`config.mk`:
```
export PLATFORM = sky130hd
export DESIGN_NAME = portfn_ctrl
export DESIGN_NICKNAME = d
export VERILOG_FILES = /design/src/rtl/portfn_pkg.sv /design/src/rtl/portfn_wgate.sv /design/src/rtl/portfn_regs.sv /design/src/rtl/portfn_pinmux.sv /design/src/rtl/portfn_ctrl.sv
export SDC_FILE = /design/constraint.sdc
export NUM_CORES = 1
export LEC_CHECK = 0
export ABC_AREA = 1
export BUFFER_PORTS_ARGS = -buffer_cell sky130_fd_sc_hd__buf_4
export CAP_MARGIN = 25
export CORE_UTILIZATION = 47
export CTS_CLUSTER_SIZE = 10
export DETAILED_ROUTE_END_ITERATION = 10
export GPL_TIMING_DRIVEN = 1
export PLACE_DENSITY = 0.84
export SYNTH_ARGS = -nofsm -noshare
export SYNTH_HDL_FRONTEND = slang
export SYNTH_HIERARCHICAL = 1
export SYNTH_SLANG_ARGS = --single-unit
```
`constraint.sdc`:
```
create_clock -name clk -period 2.9 [get_ports clk]
set_clock_uncertainty 0.05 [all_clocks]
set_input_delay 0.29 -clock clk [delete_from_list [all_inputs] [get_ports clk]]
set_output_delay 0.29 -clock clk [all_outputs]
set_load 0.03 [all_outputs]
```
`src/rtl/portfn_pkg.sv`:
```
// Package: shared encodings, bit positions and reset defaults for the
// port function control register. Assumes an 8-bit port.
package portfn_pkg;

    localparam int PORT_W = 8;
    localparam int FN_W   = 3;

    typedef enum logic [1:0] {
        MD_SINGLE = 2'd0,
        MD_NEXP   = 2'd1,
        MD_SEXP   = 2'd2,
        MD_PERIPH = 2'd3
    } opmode_e;

    typedef enum logic [FN_W-1:0] {
        FN_GPIO = 3'd0,
        FN_BUS  = 3'd1,
        FN_CAL  = 3'd2,
        FN_TEST = 3'd3,
        FN_PIPE = 3'd4
    } pin_fn_e;

    typedef enum logic [1:0] {
        WR_FREE,       // loads on every accepted write
        WR_ONCE_SKIP,  // once in normal modes, all but first in special
        WR_NEVER_SKIP  // never in normal modes, all but first in special
    } wrule_e;

    localparam int B_NDE   = 7;
    localparam int B_CTST  = 6;
    localparam int B_PIPE  = 5;
    localparam int B_ECLK  = 4;
    localparam int B_LSTRB = 3;
    localparam int B_RW    = 2;
    localparam int B_CAL   = 1;

    // Bit 0 is not implemented
    localparam logic [PORT_W-1:0] IMPL_MASK = 8'hFE;

    // Reset contents per operating mode
    function automatic logic [PORT_W-1:0] reset_value(input opmode_e m);
        logic [PORT_W-1:0] v;
        v = '0;
        unique case (m)
            MD_SINGLE: v[B_NDE] = 1'b1;
            MD_NEXP:   v[B_ECLK] = 1'b1;
            MD_SEXP: begin
                v[B_PIPE]  = 1'b1;
                v[B_ECLK]  = 1'b1;
                v[B_LSTRB] = 1'b1;
                v[B_RW]    = 1'b1;
            end
            MD_PERIPH: begin
                v[B_NDE]  = 1'b1;
                v[B_CTST] = 1'b1;
            end
            default: v = '0;
        endcase
        return v;
    endfunction

    // Returns the write rule that governs a register bit
    function automatic wrule_e rule_of(input int b);
        if (b == B_NDE)  return WR_ONCE_SKIP;
        if (b == B_CTST) return WR_NEVER_SKIP;
        return WR_FREE;
    endfunction

endpackage

```
`src/rtl/portfn_wgate.sv`:
```
// Write gate for one register bit. It keeps its own "first write seen"
// flag and applies the write rule chosen by RULE. Assumes wr_acc is
// already qualified by select, strobe and accessibility.
module portfn_wgate
    import portfn_pkg::*;
#(
    parameter wrule_e RULE = WR_FREE
) (
    input  logic clk,
    input  logic rst_n,
    input  logic is_special,
    input  logic wr_acc,
    output logic wen
);

    logic seen_q;

    // Records that an accepted write has occurred since reset
    always_ff @(posedge clk) begin
        if (!rst_n)      seen_q <= 1'b0;
        else if (wr_acc) seen_q <= 1'b1;
    end

    generate
        if (RULE == WR_ONCE_SKIP) begin : g_once
            // Normal: only the first write lands; special: all but the first
            assign wen = wr_acc & (is_special ? seen_q : ~seen_q);
        end else if (RULE == WR_NEVER_SKIP) begin : g_never
            // Normal: never; special: all but the first
            assign wen = wr_acc & is_special & seen_q;
        end else begin : g_free
            assign wen = wr_acc;
        end
    endgenerate

endmodule

```
`src/rtl/portfn_regs.sv`:
```
// Register storage. It latches the operating mode during reset, loads the
// per-mode defaults and applies per-bit write gates. Assumes a
// synchronous active-low reset that is held for at least one edge.
module portfn_regs
    import portfn_pkg::*;
(
    input  logic              clk,
    input  logic              rst_n,
    input  logic [1:0]        mode,
    input  logic              sel,
    input  logic              wr,
    input  logic [PORT_W-1:0] wdata,
    output opmode_e           mode_q,
    output logic [PORT_W-1:0] cfg_q,
    output logic              access_ok
);

    logic              wr_acc;
    logic              is_special;
    logic [PORT_W-1:0] wen;

    assign access_ok  = (mode_q != MD_PERIPH);
    assign is_special = mode_q[1];
    assign wr_acc     = sel & wr & access_ok;

    // Samples the mode while reset is held and freezes it afterwards
    always_ff @(posedge clk) begin
        if (!rst_n) mode_q <= opmode_e'(mode);
    end

    generate
        for (genvar b = 0; b < PORT_W; b++) begin : g_bit
            if (IMPL_MASK[b]) begin : g_impl
                portfn_wgate #(.RULE(rule_of(b))) u_gate (
                    .clk        (clk),
                    .rst_n      (rst_n),
                    .is_special (is_special),
                    .wr_acc     (wr_acc),
                    .wen        (wen[b])
                );
                // Loads the default at reset, and write data when the gate opens
                always_ff @(posedge clk) begin
                    if (!rst_n)      cfg_q[b] <= reset_value(opmode_e'(mode))[b];
                    else if (wen[b]) cfg_q[b] <= wdata[b];
                end
            end else begin : g_none
                assign wen[b]   = 1'b0;
                assign cfg_q[b] = 1'b0;
            end
        end
    endgenerate

endmodule

```
`src/rtl/portfn_pinmux.sv`:
```
// Turns the stored configuration and the latched mode into one function
// code per pin, applying the override priorities. Purely combinational.
module portfn_pinmux
    import portfn_pkg::*;
(
    input  opmode_e                  mode_q,
    input  logic [PORT_W-1:0]        cfg_q,
    output logic [PORT_W*FN_W-1:0]   pin_fn
);

    logic expanded;
    logic special;

    assign expanded = (mode_q == MD_NEXP) || (mode_q == MD_SEXP);
    assign special  = mode_q[1];

    generate
        for (genvar i = 0; i < PORT_W; i++) begin : g_pin
            pin_fn_e f;
            if (i == B_NDE) begin : g_p7
                // Data enable in expanded modes, else calibration or GPIO
                always_comb begin
                    if (expanded && !cfg_q[B_NDE]) f = FN_BUS;
                    else if (cfg_q[B_CAL])         f = FN_CAL;
                    else                           f = FN_GPIO;
                end
            end else if (i == B_CTST) begin : g_p6
                // Pipe status beats clock test, which needs a special mode
                always_comb begin
                    if (cfg_q[B_PIPE])                f = FN_PIPE;
                    else if (special && cfg_q[B_CTST]) f = FN_TEST;
                    else                              f = FN_GPIO;
                end
            end else if (i == B_PIPE) begin : g_p5
                assign f = cfg_q[B_PIPE] ? FN_PIPE : FN_GPIO;
            end else if (i >= B_RW) begin : g_bus
                assign f = cfg_q[i] ? FN_BUS : FN_GPIO;
            end else begin : g_io
                assign f = FN_GPIO;
            end
            assign pin_fn[i*FN_W +: FN_W] = f;
        end
    endgenerate

endmodule

```
`src/rtl/portfn_ctrl.sv`:
```
// Top: mode-dependent port function control register. It combines the
// storage and write rules with the pin multiplexer selects. Read data is
// combinational and zero unless selected and accessible.
module portfn_ctrl
    import portfn_pkg::*;
(
    input  logic                   clk,
    input  logic                   rst_n,
    input  logic [1:0]             mode,
    input  logic                   sel,
    input  logic                   wr,
    input  logic [PORT_W-1:0]      wdata,
    output logic [PORT_W-1:0]      rdata,
    output logic [PORT_W*FN_W-1:0] pin_fn
);

    opmode_e           mode_q;
    logic [PORT_W-1:0] cfg_q;
    logic              access_ok;

    portfn_regs u_regs (
        .clk       (clk),
        .rst_n     (rst_n),
        .mode      (mode),
        .sel       (sel),
        .wr        (wr),
        .wdata     (wdata),
        .mode_q    (mode_q),
        .cfg_q     (cfg_q),
        .access_ok (access_ok)
    );

    portfn_pinmux u_mux (
        .mode_q (mode_q),
        .cfg_q  (cfg_q),
        .pin_fn (pin_fn)
    );

    // Read path: masked register value when reachable
    assign rdata = (sel && access_ok) ? (cfg_q & IMPL_MASK) : '0;

endmodule

```
==> impl_results.md <==
- Crit Reg-Reg Startpoint: u_regs/mode_q[1]
- Startpoint types: register
- Combinational share of power: 32.4%
- Leak: 0.517 nW
- CTS resizes: 0
- CP Data Required Time: 2.83 ns
- WL/cell: 8.74 um
- # nets final: 145
- Routed vias: 602
- DRT antenna net count: 0
- Initial Util: 52.8%
- Fin. Hold Viols: 0
- Dpl hpwl: 1050 um
- Peak VDD IR: 256 uV
- Worst hold slack: 0.172 ns
- Hold Path End: u_regs/mode_q[1]
- Core Rows: 14
- WHS Path Cells: 1
- Slowest CP cell: a21oi_1
- Ys Warns: 6
- R2R Setup Slk: 1.17 ns
- First-pass iteration count of the detailed router: 7
- CTS tree: built
- Placed cell count: 140
- Period utilisation layout: 59.8%
- Initial antenna violation count: 0
- # hold bufs at CTS: 0
- Chip height: 44.1 um
- Commonest non-fill, non-tap cell in the layout: buf_4
- Int Pwr: 0.000282 W
- Minimum clock period: 1.73 ns
- Rel. slew slack: 56.1%
- Outcome: complete, no violations
- Detailed Route Iter0 Violations: 17
- Total CTS buffers: 3
- Critical Path AT: 1.67 ns
- Clock Path Buffers: 2
- Top delay family on crit path: compound AO/OA/AOI/OAI gates
- Die extent in x: 44.1 um
- Peak Freq: 577 MHz
- Routability cong.: 0.719
- Switching Power: 0.000152 W
- Worst reg2reg path depth: 4
- Reg power frac: 44.3%
- Final WL: 1260 um
- Pwr Total: 0.000434 W
- P&R area growth vs syn: 11.4%
- Via/cell ratio: 4.18
- Cell Area, Synth: 832 um2
- Unrepaired setup endpoints after global routing: false
- Crit path buf inv count: 0
- H-tree Lvls: 1
- Commonest cells after routing, fill and taps aside: buf_4, nand2_1, conb_1
- Setup bufs post-CTS: 0
- Number of max-cap violations: 0
- Clk network pwr share: 23.3%
- Core area: 0.00158 mm2
- Crit Path Class: register to register
- Power per standard cell area: 468 mW/mm2
- Critical path capture point type: register
- Reg clk slew, reported paths: 0.07 ns
- Fraction of layout cells with a size suffix above 1: 28.1%
- GRT Total Usage: 16.6%
- Setup violators final: 0
- Worst-path cell chain: a21oi_1 -> nand2_1 -> nor2_2 -> or2_1
- Finished Layout Cells: 144
- Crit Path Max Fanout: 10
- Vias in the first global route: 543
- Clk_lat worst skew: 0.26 ns
- Congestion Overflow GR: 0
- Switching Share: 35.1%
- Sum Neg Setup Slack: 0 ns
- Largest net degree at the start of global routing: 12
- Hold Startpoint: mode[1]
- Avg Cell Area, Syn: 7.56 um2
- Worst slew pin tran: 0.659 ns
- Die footprint: 0.00194 mm2
- Cells after synthesis: 110
- CTS Sinks: 11
- Port buffer count: 28
- Final slew viol count: 0
- ANT cells: 0
- First-pass GRT wire length: 2300 um
- Type of the most critical hold path: input pin to register
- Root Driver: clkbuf_4
- DRC violations left: 0
- Reg-to-reg endpoint: u_regs/cfg_q[6]
- # IOs: 46
- Critical path's largest stage delay: 0.57 ns
-- state kept, by name, summed over array words and instances (netlist names) --
signal,flops
u_regs/cfg_q,7
u_regs/g_bit.g_impl.u_gate/seen_q,2
u_regs/mode_q,2
-- metrics by stage --
stage	util, %	instance area, um2	setup WS [ns]
finish	58.8	927	1.17
global route	58.8	927	1.02
CTS	58.8	927	1.17
detailed placement	57.1	901	1.18
global placement	57.1	901	1.22
floorplan	-	885	1.37
-- worst max-delay path by stage --
| stage | start | to | depth (start not counted) |
|---|---|---|---|
| 2_1_floorplan | u_regs/mode_q[1] | pin_fn[19] | 3 |
| 3_3_place_gp | u_regs/mode_q[1] | u_regs/cfg_q[6] | 4 |
| 3_5_place_dp | u_regs/mode_q[1] | u_regs/cfg_q[6] | 4 |
| 4_1_cts | u_regs/mode_q[1] | u_regs/cfg_q[6] | 4 |
| 5_1_grt | u_regs/mode_q[1] | u_regs/cfg_q[6] | 4 |
| 6_report | u_regs/mode_q[1] | u_regs/cfg_q[6] | 4 |
-- area by class of cell --
class                           instances  area, um2
Timing Repair Buffer                   28        210
Clock buffer                            4       26.3
Inverter                               15       58.8
Sequential cell                        11        300
Tap cell                               16       20.0
Fill cell                             148        649
Multi-Input combinational cell         70        312
-- per-layer routing --
| metal | vias to the layer above | track usage (%) | routed length (um) |
|---|---|---|---|
| li1 | 320 | - | - |
| met1 | 251 | 18.1 | 499 |
| met2 | 29 | 29.4 | 673 |
| met3 | 2 | 2.45 | 70 |
| met4 | 0 | 10.9 | 14 |
| met5 | - | 0 | 0 |
-- power groups by stage --
stage          combinational, W  sequential (W)  clock (W)
2_1_floorplan          0.000129        0.000194          0
3_3_place_gp           0.000138        0.000195          0
3_5_place_dp           0.000141        0.000196          0
4_1_cts                0.000142        0.000192   0.000106
5_1_grt                0.000154        0.000195   0.000112
6_report               0.000141        0.000192   0.000101
Power figures use the tool's default switching activity.
